<file path="config.mk">
export PLATFORM = sky130hd
export DESIGN_NAME = ack_delay_gen
export DESIGN_NICKNAME = d
export VERILOG_FILES = /design/src/rtl/ackgen_pkg.sv /design/src/rtl/ackgen_counter.sv /design/src/rtl/ackgen_phase.sv /design/src/rtl/ackgen_pin.sv /design/src/rtl/ack_delay_gen.sv
export SDC_FILE = /design/constraint.sdc
export NUM_CORES = 1
export LEC_CHECK = 0
export BUFFER_PORTS_ARGS = -buffer_cell sky130_fd_sc_hd__buf_2
export CORE_ASPECT_RATIO = 1.25
export CORE_MARGIN = 2
export CORE_UTILIZATION = 32
export CTS_BUF_LIST = sky130_fd_sc_hd__clkbuf_8
export DETAILED_ROUTE_END_ITERATION = 6
export GPL_ROUTABILITY_DRIVEN = 0
export PLACE_DENSITY = 0.54
export SYNTH_ARGS = -nofsm -noshare
export SYNTH_HDL_FRONTEND = slang
export SYNTH_SLANG_ARGS = --single-unit
export TNS_END_PERCENT = 100
</file>
<file path="constraint.sdc">
create_clock -name clk -period 2 [get_ports clk]
set_input_delay 0.2 -clock clk [delete_from_list [all_inputs] [get_ports clk]]
set_output_delay 0.2 -clock clk [all_outputs]
set_load 0.005 [all_outputs]
</file>
<file path="src/rtl/ackgen_pkg.sv">
package ackgen_pkg;
  typedef enum logic [1:0] {
    ST_IDLE  = 2'd0,
    ST_COUNT = 2'd1,
    ST_DONE  = 2'd2
  } ack_state_e;
endpackage

</file>
<file path="src/rtl/ackgen_counter.sv">
module ackgen_counter
  import ackgen_pkg::*;
#(
  parameter int DLY_W   = 4,
  parameter int EXT_MAX = 3
) (
  input  logic             clk,
  input  logic             rst_n,
  input  logic             start,
  input  logic             req,
  input  logic             inc,
  input  logic [DLY_W-1:0] delay,
  output ack_state_e       state,
  output logic             rem_zero
);
  localparam int EXT_W = $clog2(EXT_MAX + 2);
  localparam int CNT_W = DLY_W + EXT_W;

  logic [CNT_W-1:0] rem_q;
  logic [EXT_W-1:0] ext_q;
  logic             room;
  logic             take;

  assign room     = (ext_q < EXT_W'(EXT_MAX));
  assign take     = inc && room;
  assign rem_zero = (rem_q == '0);

  always_ff @(posedge clk or negedge rst_n) begin
    if (!rst_n) begin
      state <= ST_IDLE;
      rem_q <= '0;
      ext_q <= '0;
    end else begin
      case (state)
        ST_IDLE: begin
          ext_q <= '0;
          if (start && req) begin
            state <= ST_COUNT;
            rem_q <= CNT_W'(delay) + CNT_W'(take);
            ext_q <= EXT_W'(take);
          end
        end
        ST_COUNT: begin
          if (!req) begin
            state <= ST_IDLE;
          end else if (rem_zero) begin
            state <= ST_DONE;
          end else begin
            if (!take) rem_q <= rem_q - 1'b1;
            ext_q <= ext_q + EXT_W'(take);
          end
        end
        ST_DONE: begin
          ext_q <= '0;
          if (!req) state <= ST_IDLE;
        end
        default: state <= ST_IDLE;
      endcase
    end
  end
endmodule

</file>
<file path="src/rtl/ackgen_phase.sv">
module ackgen_phase
  import ackgen_pkg::*;
(
  input  logic       clk,
  input  logic       rst_n,
  input  ack_state_e state,
  input  logic       rem_zero,
  output logic       low_done
);
  always_ff @(negedge clk or negedge rst_n) begin
    if (!rst_n) low_done <= 1'b0;
    else        low_done <= (state == ST_COUNT) && rem_zero;
  end
endmodule

</file>
<file path="src/rtl/ackgen_pin.sv">
module ackgen_pin
  import ackgen_pkg::*;
(
  input  ack_state_e state,
  input  logic       low_done,
  input  logic       ack_mode,
  input  logic       low_mode,
  output logic       hs_n
);
  logic early;
  logic waiting;
  logic finished;

  always_comb begin
    early    = (state == ST_COUNT) && low_mode && low_done;
    waiting  = (state == ST_COUNT) && !early;
    finished = (state == ST_DONE) || early;
    hs_n     = ack_mode ? !finished : !waiting;
  end
endmodule

</file>
<file path="src/rtl/ack_delay_gen.sv">
module ack_delay_gen
  import ackgen_pkg::*;
#(
  parameter int DLY_W   = 4,
  parameter int EXT_MAX = 3
) (
  input  logic             clk,
  input  logic             rst_n,
  input  logic             cfg_ack_mode,
  input  logic             cfg_low_phase,
  input  logic [DLY_W-1:0] cfg_delay,
  input  logic             acc_start,
  input  logic             acc_req,
  input  logic             wait_inc,
  output logic             hs_n
);
  ack_state_e state;
  logic       rem_zero;
  logic       low_done;

  ackgen_counter #(.DLY_W(DLY_W), .EXT_MAX(EXT_MAX)) u_cnt (
    .clk      (clk),
    .rst_n    (rst_n),
    .start    (acc_start),
    .req      (acc_req),
    .inc      (wait_inc),
    .delay    (cfg_delay),
    .state    (state),
    .rem_zero (rem_zero)
  );

  ackgen_phase u_phase (
    .clk      (clk),
    .rst_n    (rst_n),
    .state    (state),
    .rem_zero (rem_zero),
    .low_done (low_done)
  );

  ackgen_pin u_pin (
    .state    (state),
    .low_done (low_done),
    .ack_mode (cfg_ack_mode),
    .low_mode (cfg_low_phase),
    .hs_n     (hs_n)
  );
endmodule

</file>
==> results.md, run 1 <==
* Status: complete, but fails checks
* Failing checks: setup timing
* DRC at 0
* Area growth, synth to finish at 26.71%
* Largest net degree at the start of global routing at 21
* Die extent in y at 67.73 um
* Type of origin of the critical path: register
* CTS Sinks at 13
* Non-filler cells, final at 179
* Total GRT Usage at 0.1637
* RSZ-0062 raised after global routing: yes
* Die Area at 3724 um2
* Initial Util at 0.3285
* Max Root-Sink Buffers at 2
* Hold Path Origin: acc_req
* H-tree depth at 1
* R2R setup slack at -60 ps
* Filler cell count at 334
* Commonest non-fill, non-tap cell in the layout: buf_4
* Syn. warnings at 0
* Tightest Pin Transition at 384.8 ps
* Max-cap violations at 0
* Top FF cell, synth: dfrtp_1
* Placed insts at 174
* #FFs+latches synth at 13
* WP data required at 1800 ps
* Synth Area per Inst at 9.201 um2
* Util after Layout at 0.4162
* Multi-input gate area at 678.2 um2
* R2R cell count at 4
* Share of cells above drive strength 1 at 0.3169
* Final WL at 2.537 mm
* Sequential cell area fraction in the yosys report at 0.3129
* Clk_lat worst skew at 260 ps
* WS Path Type: reg2out
* Synth async-reset ratio at 1.000
* Drt wl/cell at 14.17 um
* Hold path cells at 3
* Overflow after GRT at 0
* Post-DP Area at 1245 um2
* Crit-path slowest cell: dfrtn_1
* Worst path cell trace: nand2_2, xor2_1, a22oi_1, buf_2
* Register area at 325.3 um2
* Post-synth top area share at 0.2888
* Synthesized net count at 134
* CP max stage delay at 400 ps
* Hold Path Sink: u_cnt.rem_q[6]
* # port buffers at 11
* Final setup violation count at 2
* Clk root buf: clkbuf_8
* Clock transition at path regs at 60 ps
* N_diodes at 0
* Vias in the first global route at 955
* Setup repair bufs after CTS at 0
* FP Rows at 23
* PwrDens at 1105 nW/um2
* Post-route ant nets at 0
* Critical Path End Type: output pin
* CTS tree: yes
* IO Count at 12
* CTS Buf Count at 3
* Area of the mapped netlist at 1040 um2
* Worst rel slew slack at 0.7415
* First DRT Iteration DRCs at 15
* Cell accounting for the most synthesized area: dfrtp_1
* FF-to-FF End: u_phase.low_done
* Setup ws final at -320.7 ps
* Fin nets at 164
* DR pass1 iterations at 4
* Routed via count at 957
* P_leak at 0.5935 nW
* Die span in x at 54.99 um
* Synth unique cells at 42
* Fin area at 1318 um2
* First-pass GRT wire length at 4.381 mm
* Post-synth EDFFs at 0
* RR Startpoint: u_cnt.rem_q[0]
* Clock skew at 20.16 ps
* Final Hold Fails at 0
* Core area at 3166 um2
* HP Class: in2reg
* Worst EP arrival at 2120 ps
* Worst setup path start: u_phase.low_done
* Final Max Slew Viols at 0
* Crit path max fanout at 1
* Synth Instances at 113
* Initial antenna violation count at 0
* Vias per std cell at 5.346
* Synth area leaders: dfrtp_1 29%, ha_1 12%, a21o_1 3.6%
* Dpl hpwl at 2.027 mm
* Peak VDD IR at 0.5148 mV
* Most frequent cells in the layout: 17 x buf_4, 12 x dfrtp_1, 11 x buf_2
where the power goes:
| group | total [mW] | switching [mW] | internal, mW |
|---|---|---|---|
| clock network | 0.239 | 0.104 | 0.136 |
| logic | 0.811 | 0.419 | 0.392 |
| registers | 0.406 | 0.0622 | 0.343 |
| total | 1.46 | 0.585 | 0.872 |
per-stage QoR:
stage / setup WS (ps) / hold WS [ps] / total power [mW] / TNS [ps]
after CTS: -314.7 / 333.2 / 1.471 / -376.1
after global placement: -42.35 / 208.1 / 1.192 / -51.96
after detailed placement: -95.45 / 201.8 / 1.202 / -123.0
after floorplan: -104.8 / -95.59 / 0.9246 / -104.8
final: -320.7 / 328.6 / 1.456 / -382.5
after global routing: -387.0 / 355.5 / 1.577 / -473.4
registers in the layout, summed over array words and instances (netlist names):
register	count
u_cnt.rem_q	7
u_cnt.ext_q	3
u_cnt.state	2
u_phase.low_done	1
critical path, delay by kind of cell (launching register included):
family                 cells  cell delay (ps)
flip-flops                 1              400
AO/OA/AOI/OAI              1              140
buffers and inverters      1              140
XOR/XNOR                   1              130
AND/OR/NAND/NOR            1               50
synth_stat cells, types with 2 or more instances:
master    number
buf_6          2
nand3_1        6
xor2_1         2
or3b_1         2
nand2_1        8
nand2b_1       4
o21ai_1        2
nor2_1         5
dfrtp_1       12
or3_1          2
a21oi_1        4
ha_1          10
o211ai_1       3
o21ai_0        4
inv_1          8
a21o_1         5
a211o_1        3
nor4_1         2
nor3_1         6
worst max-delay path by stage:
stage | end | slack, ps | cells after the start
floorplan | u_phase.low_done | -100 | 4
global placement | u_phase.low_done | -40 | 4
detailed placement | u_phase.low_done | -100 | 4
CTS | hs_n | -310 | 4
global route | hs_n | -390 | 4
finish | hs_n | -320 | 4
per-layer routing:
layer | vias up | wire [um] | GRT usage
met5 | - | 0 | 0
met4 | 0 | 57 | 0.07317
met3 | 7 | 67 | 0.02655
met2 | 15 | 1272 | 0.2664
met1 | 458 | 1140 | 0.2079
li1 | 477 | - | -
repair_timing:
item                                    in CTS  in global routing
resized for setup                            3                  2
hold buffers                                 1                  0
hold endpoints to repair                    12                  0
pin swaps                                    0                  2
endpoints found under the setup margin       2                  3
area by class of cell:
type | count | area share
timing repair buffer | 29 | 0.1462
clock buffer | 3 | 0.03134
clock inverter | 1 | 0.002849
inverter | 8 | 0.02279
multi-input combinational | 88 | 0.5147
sequential | 13 | 0.2469
tap | 37 | 0.03514
cells by family (layout without fill, tap and decap cells):
logic type,after synthesis,in the layout,synth area share
and+or+nand+nor,39,39,0.1974
xor gates and xnor gates,3,3,0.02528
muxes,3,3,0.03489
adders and majority gates,10,10,0.1203
AOI/OAI and AO/OA,33,33,0.2503
DFF,13,13,0.3129
buffers and inverters,12,41,0.05896
(Power assumes the default switching activity.)
==> run 2, diff against run 1 <==
--- a/config.mk
+++ b/config.mk
@@ -5,14 +5,14 @@
 export SDC_FILE = /design/constraint.sdc
 export NUM_CORES = 1
 export LEC_CHECK = 0
-export BUFFER_PORTS_ARGS = -buffer_cell sky130_fd_sc_hd__buf_2
 export CORE_ASPECT_RATIO = 1.25
 export CORE_MARGIN = 2
 export CORE_UTILIZATION = 32
 export CTS_BUF_LIST = sky130_fd_sc_hd__clkbuf_8
 export DETAILED_ROUTE_END_ITERATION = 6
+export DONT_BUFFER_PORTS = 1
 export GPL_ROUTABILITY_DRIVEN = 0
-export PLACE_DENSITY = 0.54
+export PLACE_DENSITY = 0.51
 export SYNTH_ARGS = -nofsm -noshare
 export SYNTH_HDL_FRONTEND = slang
 export SYNTH_SLANG_ARGS = --single-unit
==> run 2 against run 1 <==
  * Utilization down 1.2 points
  * Hold slack worse by 190 ps
  * Register-to-register slack better by 40 ps
  * Largest cell class unchanged
  * The run still ends with setup timing left
  * Die area unchanged
  * Combinational power rose by 4.3%
  * Clock-buffer cell count stayed put
  * Sequential cell count did not move
  * First-iteration DRC count grew 47%
  * Sequential power down 3%
  * Wire length is 0.87% lower
==> results.md, run 2 (synthesized netlist as in run 1, its figures left out) <==
* Status: complete, but fails checks (unchanged)
* Failing checks: setup timing (unchanged)
* Max reg flops at 7 (unchanged)
* Critical Path End Type: output pin (unchanged)
* Tightest Pin Transition at 648.1 ps (was 384.8 ps)
* Fin nets at 155 (was 164)
* WP data required at 1800 ps (about the same)
* H-tree depth at 1 (unchanged)
* First DRT Iteration DRCs at 22 (was 15)
* Initial antenna violation count at 0 (unchanged)
* Share of cells above drive strength 1 at 0.2707 (was 0.3169)
* Post-place setup slack at -72.85 ps (was -95.45 ps)
* Die span in x at 54.99 um (unchanged)
* Clk_lat worst skew at 260 ps (about the same)
* Post-route ant nets at 0 (unchanged)
* Fin area at 1280 um2 (was 1318 um2)
* # port buffers at 0 (was 11)
* Total power draw at 1.481 mW (was 1.456 mW)
* Initial Util at 0.3285 (unchanged)
* Final setup violation count at 2 (unchanged)
* FP Rows at 23 (unchanged)
* Vias in the first global route at 880 (was 955)
* Most frequent cells in the layout: 19 x buf_4, 12 x dfrtp_1, 9 x ha_1 (was 17 x buf_4, 12 x dfrtp_1, 11 x buf_2)
* Setup ws final at -182.1 ps (was -320.7 ps)
* Total GRT Usage at 0.1572 (was 0.1637)
* DR pass1 iterations at 4 (unchanged)
* WHS at 139.6 ps (was 328.6 ps)
* Clock transition at path regs at 60 ps (about the same)
* CTS Sinks at 13 (unchanged)
* Worst EP arrival at 1980 ps (was 2120 ps)
* PwrDens at 1157 nW/um2 (was 1105 nW/um2)
* P_leak at 0.5617 nW (was 0.5935 nW)
* Placed insts at 162 (was 174)
* DRC at 0 (unchanged)
* Final WL at 2.515 mm (was 2.537 mm)
* Reg with most FFs: u_cnt.rem_q (unchanged)
* WS Path Type: reg2out (unchanged)
* Vias per std cell at 5.571 (was 5.346)
* Overflow after GRT at 0 (unchanged)
* Die extent in y at 67.73 um (unchanged)
* Final Hold Fails at 0 (unchanged)
* Max-cap violations at 0 (unchanged)
* CTS Buf Count at 3 (unchanged)
* Non-filler cells, final at 170 (was 179)
* First-pass GRT wire length at 4.119 mm (was 4.381 mm)
* Commonest non-fill, non-tap cell in the layout: buf_4 (unchanged)
* Dpl hpwl at 1.901 mm (was 2.027 mm)
* Peak VDD IR at 0.7340 mV (was 0.5148 mV)
* Die Area at 3724 um2 (unchanged)
* HP Class: in2reg (unchanged)
* Clk root buf: clkbuf_8 (unchanged)
* Largest net degree at the start of global routing at 21 (unchanged)
* Area growth, synth to finish at 23.10% (was 26.71%)
* RSZ-0062 raised after global routing: yes (unchanged)
* Routed via count at 947 (was 957)
* Crit path max fanout at 1 (unchanged)
* N_diodes at 0 (unchanged)
* Drt wl/cell at 14.79 um (was 14.17 um)
* Clock skew at 18.48 ps (was 20.16 ps)
* Post-DP Area at 1182 um2 (was 1245 um2)
* Type of origin of the critical path: register (unchanged)
* Util after Layout at 0.4043 (was 0.4162)
* CTS tree: yes (unchanged)
* IO Count at 12 (unchanged)
* Final TNS setup at -206.3 ps (was -382.5 ps)
* Core area at 3166 um2 (unchanged)
* Max Root-Sink Buffers at 2 (unchanged)
* Regs by FF count: u_cnt.rem_q (7), u_cnt.ext_q (3), u_cnt.state (2) (unchanged)
* Final Max Slew Viols at 0 (unchanged)
* Worst rel slew slack at 0.5665 (was 0.7415)
==> run 2: changes by cell type in the layout (fill, tap and decap cells not counted) <==
cell     change
nand2_2      -1
nand2_1      +1
buf_4        +2
buf_2       -11
a22oi_1      -1
a22oi_2      +1
==> run 2: final timing paths <==
check	start	endpoint	slack [ps]	depth (start not counted)
setup / recovery	u_phase.low_done	hs_n	-180	3
hold / removal	acc_req	u_cnt.state[1]	140	2
setup reg to reg	u_cnt.rem_q[0]	u_phase.low_done	-20	4
hold reg to reg	u_cnt.ext_q[0]	u_cnt.ext_q[0]	550	1
max in group asynchronous	rst_n	u_cnt.rem_q[0]	1160	1
min in group asynchronous	rst_n	u_cnt.ext_q[1]	420	1
==> run 2: routing by layer <==
metal	routed length [um]	share of wire	track usage
met1	1082	0.43	0.2027
met2	1244	0.49	0.2455
met3	132	0.052	0.03097
met4	56	0.022	0.07622
met5	0	0	0
==> run 2: repair_timing <==
action                     CTS  global route
setup endpoints to repair    2             3
hold endpoints to repair    12             0
hold buffers                 1             0
setup buffers                1             2
gates resized for setup      3             2
==> run 2: where the power goes <==
part | internal, mW | switching [mW]
logic | 0.423 | 0.423
clock network | 0.136 | 0.104
registers | 0.343 | 0.0518
total | 0.902 | 0.579
==> run 2: worst max-delay path: stages (launching register included) <==
cell	delay (ps)
dfrtn_1	390
nand2_1	60
xor2_1	140
a22oi_2	140
==> run 2: cell type report <==
| cell class | instances | area (um2) |
|---|---|---|
| Fill cell | 337 | 1886 |
| Multi-Input combinational cell | 88 | 680.7 |
| Sequential cell | 13 | 325.3 |
| Timing Repair Buffer | 20 | 152.6 |
| Tap cell | 37 | 46.29 |
| Clock buffer | 3 | 41.29 |
| Inverter | 8 | 30.03 |
| Clock inverter | 1 | 3.754 |
==> run 3, diff against run 2 <==
==> constraint.sdc (replaced) <==
create_clock -name clk -period 2 [get_ports clk]
set_input_delay 0.4 -clock clk [delete_from_list [all_inputs] [get_ports clk]]
set_output_delay 0.4 -clock clk [all_outputs]
set_load 0.005 [all_outputs]
==> run 3 against run 2 <==
  * Via count is 1.8% lower
  * Largest cell class unchanged
  * Clock power is 2% lower
  * Sequential power hardly changed
  * Die area stayed put
  * Final area is 0.59% lower
  * Critical endpoint unchanged
  * Register-to-register slack worse by 20 ps
  * Utilization is 0.24 points lower
  * The flow still finishes with violations (setup timing)
==> results.md, run 3 (synthesized netlist as in run 1, its figures left out) <==
* Status: complete, but fails checks (unchanged)
* Failing checks: setup timing (unchanged)
* Crit path max fanout at 1 (unchanged)
* Final Max Slew Viols at 0 (unchanged)
* Cell-internal power at 0.8852 mW (was 0.9018 mW)
* # port buffers at 0 (unchanged)
* Core area at 3166 um2 (unchanged)
* Non-filler cells, final at 168 (was 170)
* N_diodes at 0 (unchanged)
* Sequential share of power at 0.269 (was 0.267)
* Initial antenna violation count at 0 (unchanged)
* FP Rows at 23 (unchanged)
* Setup repair bufs after CTS at 0 (was 1)
* Routed via count at 930 (was 947)
* Die span in x at 54.99 um (unchanged)
* Drt wl/cell at 14.80 um (was 14.79 um)
* Post-route ant nets at 0 (unchanged)
* Share of cells above drive strength 1 at 0.2595 (was 0.2707)
* Max reg flops at 7 (unchanged)
* Fin nets at 153 (was 155)
* Largest net degree at the start of global routing at 22 (was 21)
* Reg with most FFs: u_cnt.rem_q (unchanged)
* Max-cap violations at 0 (unchanged)
* Total GRT Usage at 0.1562 (was 0.1572)
* Initial Util at 0.3285 (unchanged)
* P_leak at 0.5541 nW (was 0.5617 nW)
* Clock transition at path regs at 60 ps (about the same)
* Setup ws final at -381.0 ps (was -182.1 ps)
* CTS Sinks at 13 (unchanged)
* Regs by FF count: u_cnt.rem_q (7), u_cnt.ext_q (3), u_cnt.state (2) (unchanged)
* Final WL at 2.487 mm (was 2.515 mm)
* Final Hold Fails at 0 (unchanged)
* IO Count at 12 (unchanged)
* First DRT Iteration DRCs at 13 (was 22)
* Peak VDD IR at 0.7267 mV (was 0.7340 mV)
* Final setup violation count at 2 (unchanged)
* WP data required at 1600 ps (was 1800 ps)
* Area growth, synth to finish at 22.38% (was 23.10%)
* Clk root buf: clkbuf_8 (unchanged)
* Die Area at 3724 um2 (unchanged)
* Clock skew at 20.63 ps (was 18.48 ps)
* WHS at 345.8 ps (was 139.6 ps)
* Type of origin of the critical path: register (unchanged)
* Worst EP arrival at 1980 ps (about the same)
* First-pass GRT wire length at 4.160 mm (was 4.119 mm)
* WS Path Type: reg2out (unchanged)
* Final TNS setup at -421.0 ps (was -206.3 ps)
* Most frequent cells in the layout: 16 x buf_4, 12 x dfrtp_1, 9 x ha_1 (was 19 x buf_4, 12 x dfrtp_1, 9 x ha_1)
* CTS tree: yes (unchanged)
* Filler cell count at 327 (was 337)
* Commonest non-fill, non-tap cell in the layout: buf_4 (unchanged)
* Clock share of power at 0.162 (about the same)
* Register area at 325.3 um2 (unchanged)
* Critical Path End Type: output pin (unchanged)
* RSZ-0062 raised after global routing: yes (unchanged)
* DRC at 0 (unchanged)
* Multi-input gate area at 680.7 um2 (unchanged)
* HP Class: in2reg (unchanged)
* Clk_lat worst skew at 260 ps (about the same)
* Switch share at 0.3944 (was 0.3911)
* Comb power frac at 0.569 (was 0.571)
* Placed insts at 163 (was 162)
* H-tree depth at 1 (unchanged)
* Dpl hpwl at 1.878 mm (was 1.901 mm)
* Vias per std cell at 5.536 (was 5.571)
* Tightest Pin Transition at 603.1 ps (was 648.1 ps)
* Die extent in y at 67.73 um (unchanged)
* PwrDens at 1149 nW/um2 (was 1157 nW/um2)
* Overflow after GRT at 0 (unchanged)
* DR pass1 iterations at 4 (unchanged)
* Vias in the first global route at 930 (was 880)
* Max Root-Sink Buffers at 2 (unchanged)
* CTS Buf Count at 3 (unchanged)
* Net Switching at 0.5766 mW (was 0.5793 mW)
* Util after Layout at 0.4020 (was 0.4043)
* Worst rel slew slack at 0.5966 (was 0.5665)
run 3: worst max-delay path, stage by stage, from the launching register on:
cell and delay [ps]:
dfrtn_1 380, nand2_1 60, xor2_1 140, a22oi_2 140
run 3: stage by stage:
| step | instance area [um2] | setup WS (ps) | total power [mW] |
|---|---|---|---|
| 6_report | 1272 | -381.0 | 1.462 |
| 5_1_grt | 1272 | -444.6 | 1.590 |
| 4_1_cts | 1245 | -431.8 | 1.433 |
| 3_5_place_dp | 1190 | -150.9 | 1.183 |
| 3_3_place_gp | 1190 | -137.4 | 1.172 |
| 2_1_floorplan | 1050 | -107.3 | 0.9246 |
run 3: layout make-up:
class | count | area share
clock buffer | 3 | 0.03245
clock inverter | 1 | 0.002950
inverter | 8 | 0.02360
multi-input combinational | 88 | 0.5349
sequential | 13 | 0.2557
tap | 37 | 0.03638
timing repair buffer | 18 | 0.1141
run 3: repair_timing:
item | in CTS | in global routing
resized for setup | 0 | 7
pin swaps | 0 | 0
setup endpoints to repair | 2 | 6
endpoints found under the hold margin | 12 | 0
hold buffers | 1 | 0
run 3: final timing paths:
check	startpoint	to	slack [ps]	depth (start not counted)
max	u_phase.low_done	hs_n	-380	3
min	acc_req	u_cnt.state[1]	350	2
max reg2reg	u_cnt.rem_q[0]	u_phase.low_done	-40	4
min reg2reg	u_cnt.rem_q[5]	u_cnt.rem_q[5]	550	2
max in group asynchronous	rst_n	u_cnt.rem_q[4]	1010	1
min in group asynchronous	rst_n	u_cnt.state[1]	600	1
run 3: power by group through the flow:
stage / Sequential (mW) / Combinational [mW] / Clock, mW
2_1_floorplan: 0.403 / 0.521 / 0
3_3_place_gp: 0.392 / 0.780 / 0
3_5_place_dp: 0.395 / 0.788 / 0
4_1_cts: 0.391 / 0.800 / 0.241
5_1_grt: 0.401 / 0.932 / 0.257
6_report: 0.394 / 0.832 / 0.236
run 3: layer usage:
layer  track usage  part of all wire  vias up
li1              -                 -      459
met1        0.1997              0.47      453
met2        0.2500              0.48       13
met3       0.03319             0.037        5
met4       0.06402             0.017        0
met5             0                 0        -
